[src/rtl/clust_dma_pkg.sv]
package clust_dma_pkg;
   typedef enum logic [1:0] {ST_IDLE, ST_REQ, ST_RD, ST_WR} dma_st_t;

   localparam logic [2:0] RI_SRC = 3'd0;
   localparam logic [2:0] RI_DST = 3'd1;
   localparam logic [2:0] RI_CSZ = 3'd2;
   localparam logic [2:0] RI_CNT = 3'd3;
   localparam logic [2:0] RI_CTL = 3'd4;
endpackage

[src/rtl/clust_dma_regs.sv]
module clust_dma_regs
   import clust_dma_pkg::*;
#(
   parameter int AW    = 16,
   parameter int CW    = 16,
   parameter int LW    = 6,
   parameter int REG_W = 32
) (
   input  logic             clk,
   input  logic             rst_n,
   input  logic             wr,
   input  logic [2:0]       sel,
   input  logic [REG_W-1:0] wdata,
   output logic [REG_W-1:0] rdata,
   input  logic             busy,
   input  logic             src_inc,
   input  logic             dst_inc,
   input  logic             cnt_dec,
   input  logic [LW-1:0]    dec_amt,
   input  logic             en_clr,
   output logic [AW-1:0]    src,
   output logic [AW-1:0]    dst,
   output logic [LW-1:0]    csz,
   output logic [CW-1:0]    cnt,
   output logic             en,
   output logic             end_en
);
   always_ff @(posedge clk) begin
      if (!rst_n) begin
         src    <= '0;
         dst    <= '0;
         csz    <= '0;
         cnt    <= '0;
         en     <= 1'b0;
         end_en <= 1'b0;
      end else begin
         if (src_inc) src <= src + 1'b1;
         if (dst_inc) dst <= dst + 1'b1;
         if (cnt_dec) cnt <= cnt - CW'(dec_amt);
         if (en_clr)  en  <= 1'b0;
         if (wr) begin
            case (sel)
               RI_SRC: if (!busy) src <= wdata[AW-1:0];
               RI_DST: if (!busy) dst <= wdata[AW-1:0];
               RI_CSZ: if (!busy) csz <= wdata[LW-1:0];
               RI_CNT: if (!busy) cnt <= wdata[CW-1:0];
               RI_CTL: begin
                  en     <= wdata[0];
                  end_en <= wdata[1];
               end
               default: ;
            endcase
         end
      end
   end

   always_comb begin
      case (sel)
         RI_SRC:  rdata = REG_W'(src);
         RI_DST:  rdata = REG_W'(dst);
         RI_CSZ:  rdata = REG_W'(csz);
         RI_CNT:  rdata = REG_W'(cnt);
         RI_CTL:  rdata = REG_W'({end_en, en});
         default: rdata = '0;
      endcase
   end


   src_step_chk: assert property (@(posedge clk) disable iff (!rst_n)
      ($past(busy) && busy && !$stable(src)) |-> (src == AW'($past(src) + 1'b1)));
endmodule

[src/rtl/clust_dma_buf.sv]
module clust_dma_buf #(
   parameter int DEPTH = 32,
   parameter int LW    = 6
) (
   input  logic          clk,
   input  logic          we,
   input  logic [LW-1:0] widx,
   input  logic [7:0]    wdat,
   input  logic [LW-1:0] ridx,
   output logic [7:0]    rdat
);
   localparam int IW = (DEPTH > 1) ? $clog2(DEPTH) : 1;

   generate
      if (DEPTH == 1) begin : g_one
         logic [7:0] hold_q;
         always_ff @(posedge clk) if (we) hold_q <= wdat;
         assign rdat = hold_q;
      end else begin : g_arr
         logic [7:0] store_q [DEPTH];
         always_ff @(posedge clk) if (we) store_q[widx[IW-1:0]] <= wdat;
         assign rdat = store_q[ridx[IW-1:0]];
      end
   endgenerate
endmodule

[src/rtl/clust_dma_fsm.sv]
module clust_dma_fsm
   import clust_dma_pkg::*;
#(
   parameter int CW   = 16,
   parameter int LW   = 6,
   parameter int CMAX = 32
) (
   input  logic          clk,
   input  logic          rst_n,
   input  logic          en,
   input  logic          end_en,
   input  logic [LW-1:0] csz,
   input  logic [CW-1:0] cnt,
   input  logic          bus_gnt,
   output dma_st_t       st,
   output logic [LW-1:0] idx,
   output logic [LW-1:0] len,
   output logic          busy,
   output logic          bus_req,
   output logic          bus_lock,
   output logic          bus_we,
   output logic          src_inc,
   output logic          dst_inc,
   output logic          buf_we,
   output logic          cnt_dec,
   output logic          en_clr,
   output logic          xfer_end
);
   logic [LW-1:0] csz_eff;
   logic          last;
   logic          final_cl;

   always_comb begin
      if (csz == '0)              csz_eff = LW'(1);
      else if (csz > LW'(CMAX))   csz_eff = LW'(CMAX);
      else                        csz_eff = csz;
   end

   assign len      = (cnt < CW'(csz_eff)) ? LW'(cnt) : csz_eff;
   assign last     = (idx == LW'(len - 1'b1));
   assign final_cl = (cnt == CW'(len));

   always_ff @(posedge clk) begin
      if (!rst_n) begin
         st  <= ST_IDLE;
         idx <= '0;
      end else begin
         case (st)
            ST_IDLE: if (en && cnt != '0) st <= ST_REQ;
            ST_REQ: begin
               if (!en)          st <= ST_IDLE;
               else if (bus_gnt) st <= ST_RD;
               idx <= '0;
            end
            ST_RD: begin
               if (last) begin
                  st  <= ST_WR;
                  idx <= '0;
               end else idx <= idx + 1'b1;
            end
            ST_WR: begin
               if (last) begin
                  st  <= (en && !final_cl) ? ST_REQ : ST_IDLE;
                  idx <= '0;
               end else idx <= idx + 1'b1;
            end
            default: st <= ST_IDLE;
         endcase
      end
   end

   assign busy     = (st != ST_IDLE);
   assign bus_req  = busy;
   assign bus_lock = (st == ST_RD) || (st == ST_WR);
   assign bus_we   = (st == ST_WR);
   assign src_inc  = (st == ST_RD);
   assign buf_we   = (st == ST_RD);
   assign dst_inc  = (st == ST_WR);
   assign cnt_dec  = (st == ST_WR) && last;
   assign en_clr   = (st == ST_WR) && last && final_cl;
   assign xfer_end = end_en && (st == ST_WR) && last && final_cl;


   lock_after_gnt_chk: assert property (@(posedge clk) disable iff (!rst_n)
      $rose(bus_lock) |-> $past(bus_gnt));

   rd_then_wr_chk: assert property (@(posedge clk) disable iff (!rst_n)
      (st == ST_RD && last) |=> (st == ST_WR));

   idx_bound_chk: assert property (@(posedge clk) disable iff (!rst_n)
      bus_lock |-> (idx < len));

   lock_hold_chk: assert property (@(posedge clk) disable iff (!rst_n)
      (bus_lock && !(bus_we && last)) |=> bus_lock);

   stop_after_final_chk: assert property (@(posedge clk) disable iff (!rst_n)
      en_clr |=> (st == ST_IDLE && !en));

   end_on_write_chk: assert property (@(posedge clk) disable iff (!rst_n)
      xfer_end |-> (bus_we && bus_lock && end_en));
endmodule

[src/rtl/clust_dma.sv]
module clust_dma
   import clust_dma_pkg::*;
#(
   parameter int AW        = 16,
   parameter int CW        = 16,
   parameter int CLUST_MAX = 32,
   parameter int REG_W     = 32
) (
   input  logic             clk,
   input  logic             rst_n,
   input  logic             reg_wr,
   input  logic [2:0]       reg_sel,
   input  logic [REG_W-1:0] reg_wdata,
   output logic [REG_W-1:0] reg_rdata,
   output logic             bus_req,
   input  logic             bus_gnt,
   output logic             bus_lock,
   output logic             bus_we,
   output logic [AW-1:0]    bus_addr,
   output logic [7:0]       bus_wdata,
   input  logic [7:0]       bus_rdata,
   output logic             xfer_end,
   output logic             dma_ack
);
   localparam int LW = $clog2(CLUST_MAX + 1);

   generate
      if (CLUST_MAX < 1 || CLUST_MAX > 32) begin : g_bad_cmax
         $error("CLUST_MAX must be within 1..32");
      end
      if (AW > REG_W || CW > REG_W || CW < LW) begin : g_bad_width
         $error("address or count width does not fit the register port");
      end
   endgenerate

   dma_st_t       st;
   logic [LW-1:0] idx, len, csz;
   logic [AW-1:0] src, dst;
   logic [CW-1:0] cnt;
   logic          en, end_en, busy;
   logic          src_inc, dst_inc, buf_we, cnt_dec, en_clr;

   clust_dma_regs #(.AW(AW), .CW(CW), .LW(LW), .REG_W(REG_W)) regs_i (
      .clk(clk), .rst_n(rst_n), .wr(reg_wr), .sel(reg_sel), .wdata(reg_wdata),
      .rdata(reg_rdata), .busy(busy), .src_inc(src_inc), .dst_inc(dst_inc),
      .cnt_dec(cnt_dec), .dec_amt(len), .en_clr(en_clr), .src(src), .dst(dst),
      .csz(csz), .cnt(cnt), .en(en), .end_en(end_en)
   );

   clust_dma_fsm #(.CW(CW), .LW(LW), .CMAX(CLUST_MAX)) fsm_i (
      .clk(clk), .rst_n(rst_n), .en(en), .end_en(end_en), .csz(csz), .cnt(cnt),
      .bus_gnt(bus_gnt), .st(st), .idx(idx), .len(len), .busy(busy),
      .bus_req(bus_req), .bus_lock(bus_lock), .bus_we(bus_we),
      .src_inc(src_inc), .dst_inc(dst_inc), .buf_we(buf_we), .cnt_dec(cnt_dec),
      .en_clr(en_clr), .xfer_end(xfer_end)
   );

   clust_dma_buf #(.DEPTH(CLUST_MAX), .LW(LW)) buf_i (
      .clk(clk), .we(buf_we), .widx(idx), .wdat(bus_rdata),
      .ridx(idx), .rdat(bus_wdata)
   );

   assign bus_addr = bus_we ? dst : src;
   assign dma_ack  = 1'b0;
endmodule

[config.mk]
export PLATFORM = sky130hd
export DESIGN_NAME = clust_dma
export DESIGN_NICKNAME = d
export VERILOG_FILES = /design/src/rtl/clust_dma_pkg.sv /design/src/rtl/clust_dma_regs.sv /design/src/rtl/clust_dma_buf.sv /design/src/rtl/clust_dma_fsm.sv /design/src/rtl/clust_dma.sv
export SDC_FILE = /design/constraint.sdc
export NUM_CORES = 1
export LEC_CHECK = 0
export ABC_AREA = 1
export BUFFER_PORTS_ARGS = -buffer_cell sky130_fd_sc_hd__clkbuf_2
export CAP_MARGIN = 20
export CORE_MARGIN = 2
export CORE_UTILIZATION = 35
export CTS_CLUSTER_SIZE = 8
export DETAILED_ROUTE_END_ITERATION = 7
export PLACE_DENSITY_LB_ADDON = 0.1
export SYNTH_ARGS = -nofsm -noshare
export SYNTH_HDL_FRONTEND = slang
export SYNTH_HIERARCHICAL = 1
export SYNTH_SLANG_ARGS = --single-unit
[constraint.sdc]
create_clock -name clk -period 4.3 [get_ports clk]
set_input_delay 0.86 -clock clk [delete_from_list [all_inputs] [get_ports clk]]
set_output_delay 0.86 -clock clk [all_outputs]
set_load 0.01 [all_outputs]
==> impl_metrics.ini, run 1 <==
[run_status]
status = finished, final reports clean

[timing]
clock-skew-final_ps = 17.9
fin_crit_ps = 4160
period_share_pct = 96.7
finalHoldViolations = 0
slew_violations = 0
fmax_mhz = 241
setup_ws_ps = 143
relSlewSlack_pct = 36.9
worst_pin_slew_ps = 943
setup_viol = 0
rsz0062_at_grt = yes

[clock_network]
cts.clk_slew.worst_paths_ps = 50
tritoncts = done
cts-root-buf = clkbuf_16
cts_hold_buf = 0
htree_num_levels = 2
cts_max_path_buffers = 3
cts_made_buffers = 46
cts.sinks = 320
worstSkewPairLatency_ps = 570

[critical_path]
path_common_cell = nand2_2
crit_type = flip-flop to primary output
worstPathCellList = nor2_4 -> nand3_2 -> nand2_2 -> nand2_2 -> ha_4 -> nand2_2 -> nand2_1 -> nand2_1 -> nand2_2 -> nand2_4 -> buf_12 -> nand3_4 -> nand2_4 -> nor2_4 -> nand2_4 -> o21ai_2 -> nand2_1 -> nand2_2 -> nand3_4 -> nor3_4 -> and2_4 -> buf_6
worstPathRequired_ps = 3440
crit_family = simple AND/OR/NAND/NOR gates
cp_slowest_stage_delay_ps = 350
worst_ep_arrival_time_ps = 3300
critPathBufInv = 2
cp_slowest_cell = dfxtp_4
critPathCaptureType = primary output
startpoint_type = flip-flop
crit_fanout = 6

[power_and_ir_drop]
fin_total_pwr_uw = 7350
peakVddDrop_uv = 279
leakage_uw = 0.00732
powerDensity_mw_per_mm2 = 400

[global_route]
grt_pass1_wl_um = 71100
antenna_found_initial = 0
grtUsageTotal_pct = 19.6
grt_pass1_vias = 11800
grt-ovfl-total = 0
grt_max_degree = 89

[die]
coreArea_mm2 = 0.0454
die_area_mm2 = 0.0477
start_util_pct = 35.4
die_x_um = 218
die_h_um = 218
io_pins = 108
num_rows = 78

[synth]
synthTopCellsByCount = nand2_1, nand3_1, edfxtp_1
synth_top_area_cell = edfxtp_1
yosysMostFrequentCell = nand2_1
synth-seq-cells = 320
yosysSeqAreaShare_pct = 55.8
synth_edf_count = 256
yosysWarnings = 6
syn_inst = 1783
synth_top_cells_by_area = edfxtp_1, nand2_1, nand3_1
syn_area_per_cell_um2 = 9.02
async_reset_ff_share_pct = 0
syn_area_mm2 = 0.0161
synth_cell_type_count = 54
ys.flop_type = edfxtp_1
yosys.area.top_type_share_pct = 47.8

[final_layout]
nNetsFinal = 1928
nFillCells = 4560
design_area_mm2 = 0.0184
drive_above_1_share_pct = 14.3
syn2layout_area_growth_pct = 14.2

[placement]
dp_hpwl_um = 29600
place.gp.congestion = 0.882
place_ws_ps = 281
place_area_mm2 = 0.0167
port_buffers = 74

[run]
maxCapViolations = 0

[detailed_routing]
drt_iter0_drc = 973
wl_um = 46300
drt-pass1-iter-count = 5
drc = 0
routedWlPerCell_um = 18.6
ant_nets = 0
vias_per_cell = 4.98
via_count = 12400

[hold_path]
hp-class = flip-flop to flip-flop
## per-stage QoR
stage / setup TNS, ps / instances / hold WS [ps] / util, %
finish: 0 / 2483 / 490 / 40.5
CTS: 0 / 2468 / 490 / 39.9
global placement: 0 / 2398 / 473 / 36.9
floorplan: 0 / 1798 / 448 / -
detailed placement: 0 / 2398 / 478 / 36.9
global route: -70.2 / 2482 / 506 / 40.5
## cell usage in the layout (no fill, tap or decap), drive strengths merged, types with 10 or more instances in the layout
cell,n
o21ai,71
conb,17
nor3,10
nand2,599
clkbuf,134
a21oi,48
buf,42
nor2,114
inv,146
edfxtp,256
xor2,12
ha,14
dfxtp,64
o221ai,13
nand3,284
nand4,15
## where the power goes
group / switching, uW / total (uW) / internal [uW]
Sequential: 31.5 / 3390 / 3360
Clock: 1330 / 3310 / 1980
Combinational: 421 / 639 / 218
## layout make-up
| class | count | area, um^2 | area share [%] |
|---|---|---|---|
| sequential | 320 | 8990 | 48.9 |
| multi-input combinational | 1239 | 6070 | 33.0 |
| clock buffer | 61 | 1240 | 6.74 |
| tap | 600 | 751 | 4.09 |
| timing repair buffer | 115 | 734 | 4.00 |
| inverter | 144 | 553 | 3.01 |
| clock inverter | 3 | 33.8 | 0.184 |
| antenna | 1 | 2.50 | 0.0136 |
## what timing repair did
item | CTS | global route
pin swaps | 6 | 28
endpoints found under the setup margin | 1 | 1
setup buffers | 6 | 13
cloned | 0 | 1
resized for setup | 13 | 38
## registers in the layout, summed over array words and instances, names as in the netlist, named ones only
register             cells
regs_i/dst              16
regs_i/cnt              16
fsm_i/st                 1
regs_i/end_en            1
regs_i/src              16
fsm_i/idx                6
buf_i/g_arr.store_q    256
regs_i/en                1
regs_i/csz               6
## tightest hold or removal path: cells and delay by family (launching register included)
| family | cells | cell delay (ps) |
|---|---|---|
| flip-flops | 1 | 320 |
| AND/OR/NAND/NOR | 1 | 70 |
| AO/OA/AOI/OAI | 1 | 50 |
## routing by layer
| layer | part of all wire, % | wire, um | track usage, % | vias to the layer above |
|---|---|---|---|---|
| met5 | 0 | 0 | 0 | - |
| met2 | 44 | 20500 | 30.0 | 267 |
| met1 | 49 | 22800 | 28.4 | 5900 |
| met3 | 4.5 | 2060 | 3.58 | 65 |
| met4 | 2.0 | 944 | 5.06 | 0 |
| li1 | - | - | - | 6145 |
## cells by family after synthesis
group	after synthesis	synth area share, %
compound gates	161	6.01
xor+xnor	13	0.708
fa+ha+maj	15	1.21
buf+inv	240	8.06
flops	320	55.8
other cells	2	0.0467
simple gates	1032	28.2
## final timing paths
kind | startpoint | endpoint | slack, ps | cells past startpoint
worst min register to register | regs_i/end_en | regs_i/end_en | 490 | 2
worst min-delay path | regs_i/end_en | regs_i/end_en | 490 | 2
worst max-delay path | regs_i/csz[1] | xfer_end | 140 | 22
worst max register to register | regs_i/csz[1] | regs_i/cnt[15] | 430 | 29
Note: power is estimated with default switching activity, not from simulation.
==> inputs of run 2 (changes only) <==
--- a/config.mk
+++ b/config.mk
@@ -12,7 +12,8 @@
 export CORE_UTILIZATION = 35
 export CTS_CLUSTER_SIZE = 8
 export DETAILED_ROUTE_END_ITERATION = 7
-export PLACE_DENSITY_LB_ADDON = 0.1
+export PLACE_DENSITY_LB_ADDON = 0.2
+export REMOVE_ABC_BUFFERS = 1
 export SYNTH_ARGS = -nofsm -noshare
 export SYNTH_HDL_FRONTEND = slang
 export SYNTH_HIERARCHICAL = 1
==> impl_metrics.ini, run 2 (synthesis results as in run 1) <==
[die]
die_area_mm2 = 0.0477
num_rows = 78
coreArea_mm2 = 0.0454
die_h_um = 218
start_util_pct = 35.4
io_pins = 108
die_x_um = 218

[timing]
slew_violations = 0
hold_slack_ps = 508
finalHoldViolations = 0
period_share_pct = 95.6
relSlewSlack_pct = 43.7
worst_pin_slew_ps = 842
fmax_mhz = 243
rsz0062_at_grt = yes
setup_viol = 0
fin_crit_ps = 4110
clock-skew-final_ps = 21.0

[power_and_ir_drop]
fin_total_pwr_uw = 7270
peakVddDrop_uv = 268
powerDensity_mw_per_mm2 = 398
leakage_uw = 0.00727

[run_status]
status = finished, final reports clean

[hold_path]
hp-class = flip-flop to flip-flop
hold-path-cell-count = 2
min_from = regs_i/end_en
min_to = regs_i/end_en

[clock_network]
tritoncts = done
cts.clk_slew.worst_paths_ps = 50
cts_made_buffers = 45
cts_max_path_buffers = 3
worstSkewPairLatency_ps = 570
cts_hold_buf = 0
cts.sinks = 320
cts-root-buf = clkbuf_16
htree_num_levels = 2

[run]
maxCapViolations = 0

[final_layout]
final_core_util_pct = 40.3
largest_reg_flops = 256
nNetsFinal = 1918
multiInputGateArea_mm2 = 0.00606
drive_above_1_share_pct = 13.8
final_common_cell = nand2_1
regArea_mm2 = 0.00899
nFillCells = 4528
n_antenna_cell = 0
layout_common_cells = nand2_1, nand3_1, edfxtp_1
syn2layout_area_growth_pct = 13.7

[critical_path]
critPathCaptureType = primary output
r2r_slack_ps = 670
startpoint_type = flip-flop
worst_ep_arrival_time_ps = 3250
worstPathRequired_ps = 3440
crit_type = flip-flop to primary output
reg2reg_from = regs_i/csz[0]
ff2ff_path_depth = 29
r2r_end = regs_i/cnt[10]
crit_fanout = 7

[detailed_routing]
routedWlPerCell_um = 17.5
via_count = 12300
vias_per_cell = 4.97
drt_iter0_drc = 806
drc = 0
ant_nets = 0
wl_um = 43500
drt-pass1-iter-count = 8

[placement]
dp_hpwl_um = 28300
place.gp.congestion = 0.916
port_buffers = 74

[global_route]
grt_pass1_vias = 12000
grt_max_degree = 72
grt_pass1_wl_um = 67700
grtUsageTotal_pct = 18.3
antenna_found_initial = 0
grt-ovfl-total = 0
## run 2: cell types whose count changed in the layout (fill, tap and decap cells not counted), sizes merged
cell / before / now
clkbuf: 134 / 140
inv: 146 / 145
buf: 42 / 33
diode: 1 / 0
clkinv: 1 / 2
## run 2: metal layers
layer,part of all wire (%),wire length (um),track usage (%)
met5,0,0,0
met4,2.3,993,5.40
met3,4.6,2000,3.13
met2,47,20500,30.2
met1,46,20000,24.5
## run 2: worst max path at each step
stage	end	cells past startpoint	start
6_report	xfer_end	22	regs_i/csz[0]
5_1_grt	xfer_end	22	regs_i/csz[0]
4_1_cts	xfer_end	22	regs_i/csz[3]
3_5_place_dp	xfer_end	20	regs_i/csz[5]
3_3_place_gp	xfer_end	20	regs_i/csz[5]
2_1_floorplan	bus_wdata[1]	9	fsm_i/idx[0]
## run 2: final cells by class
cell class / count / area share, %
Clock buffer: 67 / 6.61
Clock inverter: 3 / 0.376
Inverter: 144 / 3.02
Multi-Input combinational cell: 1239 / 33.2
Sequential cell: 320 / 49.1
Tap cell: 600 / 4.11
Timing Repair Buffer: 106 / 3.58
## run 2: worst max-delay path, stage by stage (launching register included)
cell,delay [ps]
dfxtp_4,360
nor2_4,110
nand3_2,100
nand2_4,100
nand2_4,60
ha_4,270
nand2_2,40
nand2_1,60
nand2_1,60
nand2_2,110
nand2_8,100
nand2_8,110
nand2_2,50
nand2_2,80
buf_4,130
nand4_1,90
nand2_1,100
nand2_1,70
nor2_2,140
nand3_4,110
nor3_4,150
and2_4,180
buf_6,90
## run 2: timing repair
item	in CTS	in global routing
setup endpoints to repair	1	1
gates resized for setup	9	42
gates cloned	0	1
buffers inserted	4	8
pin swaps	3	29
## run 2: report_power, final
group          internal (uW)  total [uW]  switching [uW]
registers               3360        3400            31.9
clock network           1930        3260            1330
logic                    211         622             411
## run 2: metrics by stage
| stage | setup slack [ps] | area (um^2) | setup TNS [ps] | std cells |
|---|---|---|---|---|
| after detailed placement | 281 | 16700 | 0 | 2396 |
| after floorplan | -1230 | 15400 | -9800 | 1702 |
| after global routing | -25.5 | 18300 | -25.5 | 2479 |
| after CTS | 1.31 | 18100 | 0 | 2470 |
| after global placement | 377 | 16700 | 0 | 2396 |
| final | 188 | 18300 | 0 | 2479 |
==> inputs of run 3 (changes only) <==
--- a/config.mk
+++ b/config.mk
@@ -5,7 +5,6 @@
 export SDC_FILE = /design/constraint.sdc
 export NUM_CORES = 1
 export LEC_CHECK = 0
-export ABC_AREA = 1
 export BUFFER_PORTS_ARGS = -buffer_cell sky130_fd_sc_hd__clkbuf_2
 export CAP_MARGIN = 20
 export CORE_MARGIN = 2
==> impl_metrics.ini, run 3 <==
[synth]
syn_inst = 1012
yosys.area.top_type_share_pct = 51.7
yosysWarnings = 6
synth_top_cells_by_area = edfxtp_1, mux4_2, dfxtp_1
synthTopCellsByCount = edfxtp_1, nor2_1, mux4_2
yosysSeqAreaShare_pct = 60.4
syn_area_per_cell_um2 = 14.7
ys.flop_type = edfxtp_1
synth_edf_count = 256
synth_cell_type_count = 76
async_reset_ff_share_pct = 0
yosysMostFrequentCell = edfxtp_1
synth_top_area_cell = edfxtp_1
syn_area_mm2 = 0.0149
synth-seq-cells = 320

[timing]
setup_viol = 0
relSlewSlack_pct = 30.6
worst_pin_slew_ps = 1040
tns_ps = 0
slew_violations = 0
period_share_pct = 97.8
clock-skew-final_ps = 17.3
finalHoldViolations = 0
rsz0062_at_grt = yes
fin_crit_ps = 4200
fmax_mhz = 238

[clock_network]
htree_num_levels = 2
cts-root-buf = clkbuf_16
cts_max_path_buffers = 3
tritoncts = done
cts.clk_slew.worst_paths_ps = 60
cts_made_buffers = 46
cts.sinks = 320
worstSkewPairLatency_ps = 580
cts_hold_buf = 0

[global_route]
antenna_found_initial = 0
grt-ovfl-total = 0
grt_pass1_vias = 8834
grt_pass1_wl_um = 54500
grt_max_degree = 58
grtUsageTotal_pct = 16.4

[die]
coreArea_mm2 = 0.0419
die_area_mm2 = 0.0441
start_util_pct = 35.4
die_x_um = 210
io_pins = 108
num_rows = 75
die_h_um = 210

[critical_path]
r2r_end = regs_i/cnt[7]
worstPathRequired_ps = 3440
cp_slowest_cell = dfxtp_4
critPathBufInv = 4
ff2ff_path_depth = 16
crit_family = compound AO/OA/AOI/OAI gates
crit_type = flip-flop to primary output
r2r_slack_ps = 490
cp_slowest_stage_delay_ps = 380
critPathCaptureType = primary output
path_common_cell = buf_6
startpoint_type = flip-flop
worst_ep_arrival_time_ps = 3340
reg2reg_from = regs_i/csz[5]
crit_fanout = 8
worstPathCellList = nor2b_4 -> inv_2 -> ha_4 -> a21o_1 -> a221o_1 -> a211oi_4 -> buf_6 -> mux2_4 -> o211a_1 -> o221ai_2 -> buf_6 -> nor3_4 -> and2_1 -> clkbuf_2

[placement]
dp_hpwl_um = 22900
place_inst = 1596
port_buffers = 74
place.gp.congestion = 0.824

[final_layout]
nFillCells = 3857
nNetsFinal = 1180
largest_reg_flops = 256
syn2layout_area_growth_pct = 16.9
final_core_util_pct = 41.4
drive_above_1_share_pct = 28.5
stdcell_count = 1671
final_common_cell = edfxtp_1
n_antenna_cell = 0
layout_common_cells = edfxtp_1, nor2_1, mux4_2

[detailed_routing]
ant_nets = 0
drt-pass1-iter-count = 5
vias_per_cell = 5.30
drc = 0
drt_iter0_drc = 684
routedWlPerCell_um = 21.3
via_count = 8853
wl_um = 35500

[power_and_ir_drop]
leakage_uw = 0.00572
peakVddDrop_uv = 319
powerDensity_mw_per_mm2 = 410

[run_status]
status = finished, final reports clean

[hold_path]
hold-path-cell-count = 2
hp-class = flip-flop to flip-flop
min_to = fsm_i/idx[5]
min_from = fsm_i/idx[5]

[run]
maxCapViolations = 0
run 3: how the worst max path moves through the flow:
stage / startpoint / to / cells past startpoint
finish: regs_i/csz[5] / xfer_end / 14
global route: regs_i/csz[5] / xfer_end / 14
CTS: regs_i/csz[5] / xfer_end / 14
detailed placement: regs_i/csz[5] / regs_i/cnt[7] / 16
global placement: regs_i/csz[5] / regs_i/cnt[7] / 16
floorplan: fsm_i/idx[0] / regs_i/cnt[15] / 7
run 3: per-stage QoR:
step	worst slack, ps	instance area [um^2]	hold slack, ps	power [uW]
after CTS	-27.5	17300	536	7220
after global placement	196	15800	517	3820
after floorplan	-1280	14500	474	3660
after detailed placement	123	15800	518	3830
after global routing	-44.8	17400	564	7390
final	95.5	17400	537	7120
run 3: cell type report:
class | count | area, um^2 | area share, %
multi-input cells | 609 | 5540 | 31.9
clock inverters | 4 | 80.1 | 0.461
clock buffers | 58 | 1230 | 7.06
repair buffers | 118 | 769 | 4.43
flip-flops and latches | 320 | 8980 | 51.7
well taps | 539 | 674 | 3.88
inverters | 23 | 88.8 | 0.512
run 3: kinds of logic (layout without fill, tap and decap cells):
| kind of cell | Yosys count | in the layout | share of synthesized area [%] |
|---|---|---|---|
| xor+xnor | 46 | 46 | 2.71 |
| buf+inv | 98 | 203 | 3.50 |
| compound gates | 138 | 138 | 6.24 |
| mux | 136 | 136 | 16.9 |
| other cells | 2 | 17 | 0.0505 |
| fa+ha+maj | 15 | 15 | 1.31 |
| flops | 320 | 320 | 60.4 |
| simple gates | 257 | 257 | 8.93 |
run 3: timing repair:
item | in CTS | in global routing
pin swaps | 7 | 4
endpoints found under the hold margin | 0 | 0
setup buffers | 11 | 1
setup endpoints to repair | 1 | 2
resized for setup | 25 | 4
run 3: per-layer routing:
| metal | vias up | global-route usage (%) | share of wire [%] |
|---|---|---|---|
| met5 | - | 0 | 0 |
| met4 | 0 | 5.50 | 2.4 |
| met3 | 56 | 3.16 | 5.1 |
| met2 | 196 | 25.4 | 46 |
| met1 | 4504 | 23.2 | 47 |
| li1 | 4097 | - | - |
run 3: report_power, final:
part	switching (uW)	total [uW]	internal, uW
clock	1320	3300	1980
combinational	253	428	175
sequential	27.7	3390	3360
total	1610	7120	5520
run 3: worst min-delay path: cells and delay by family (launching register included):
family,cells,cell delay (ps)
simple gates,2,140
flops,1,350
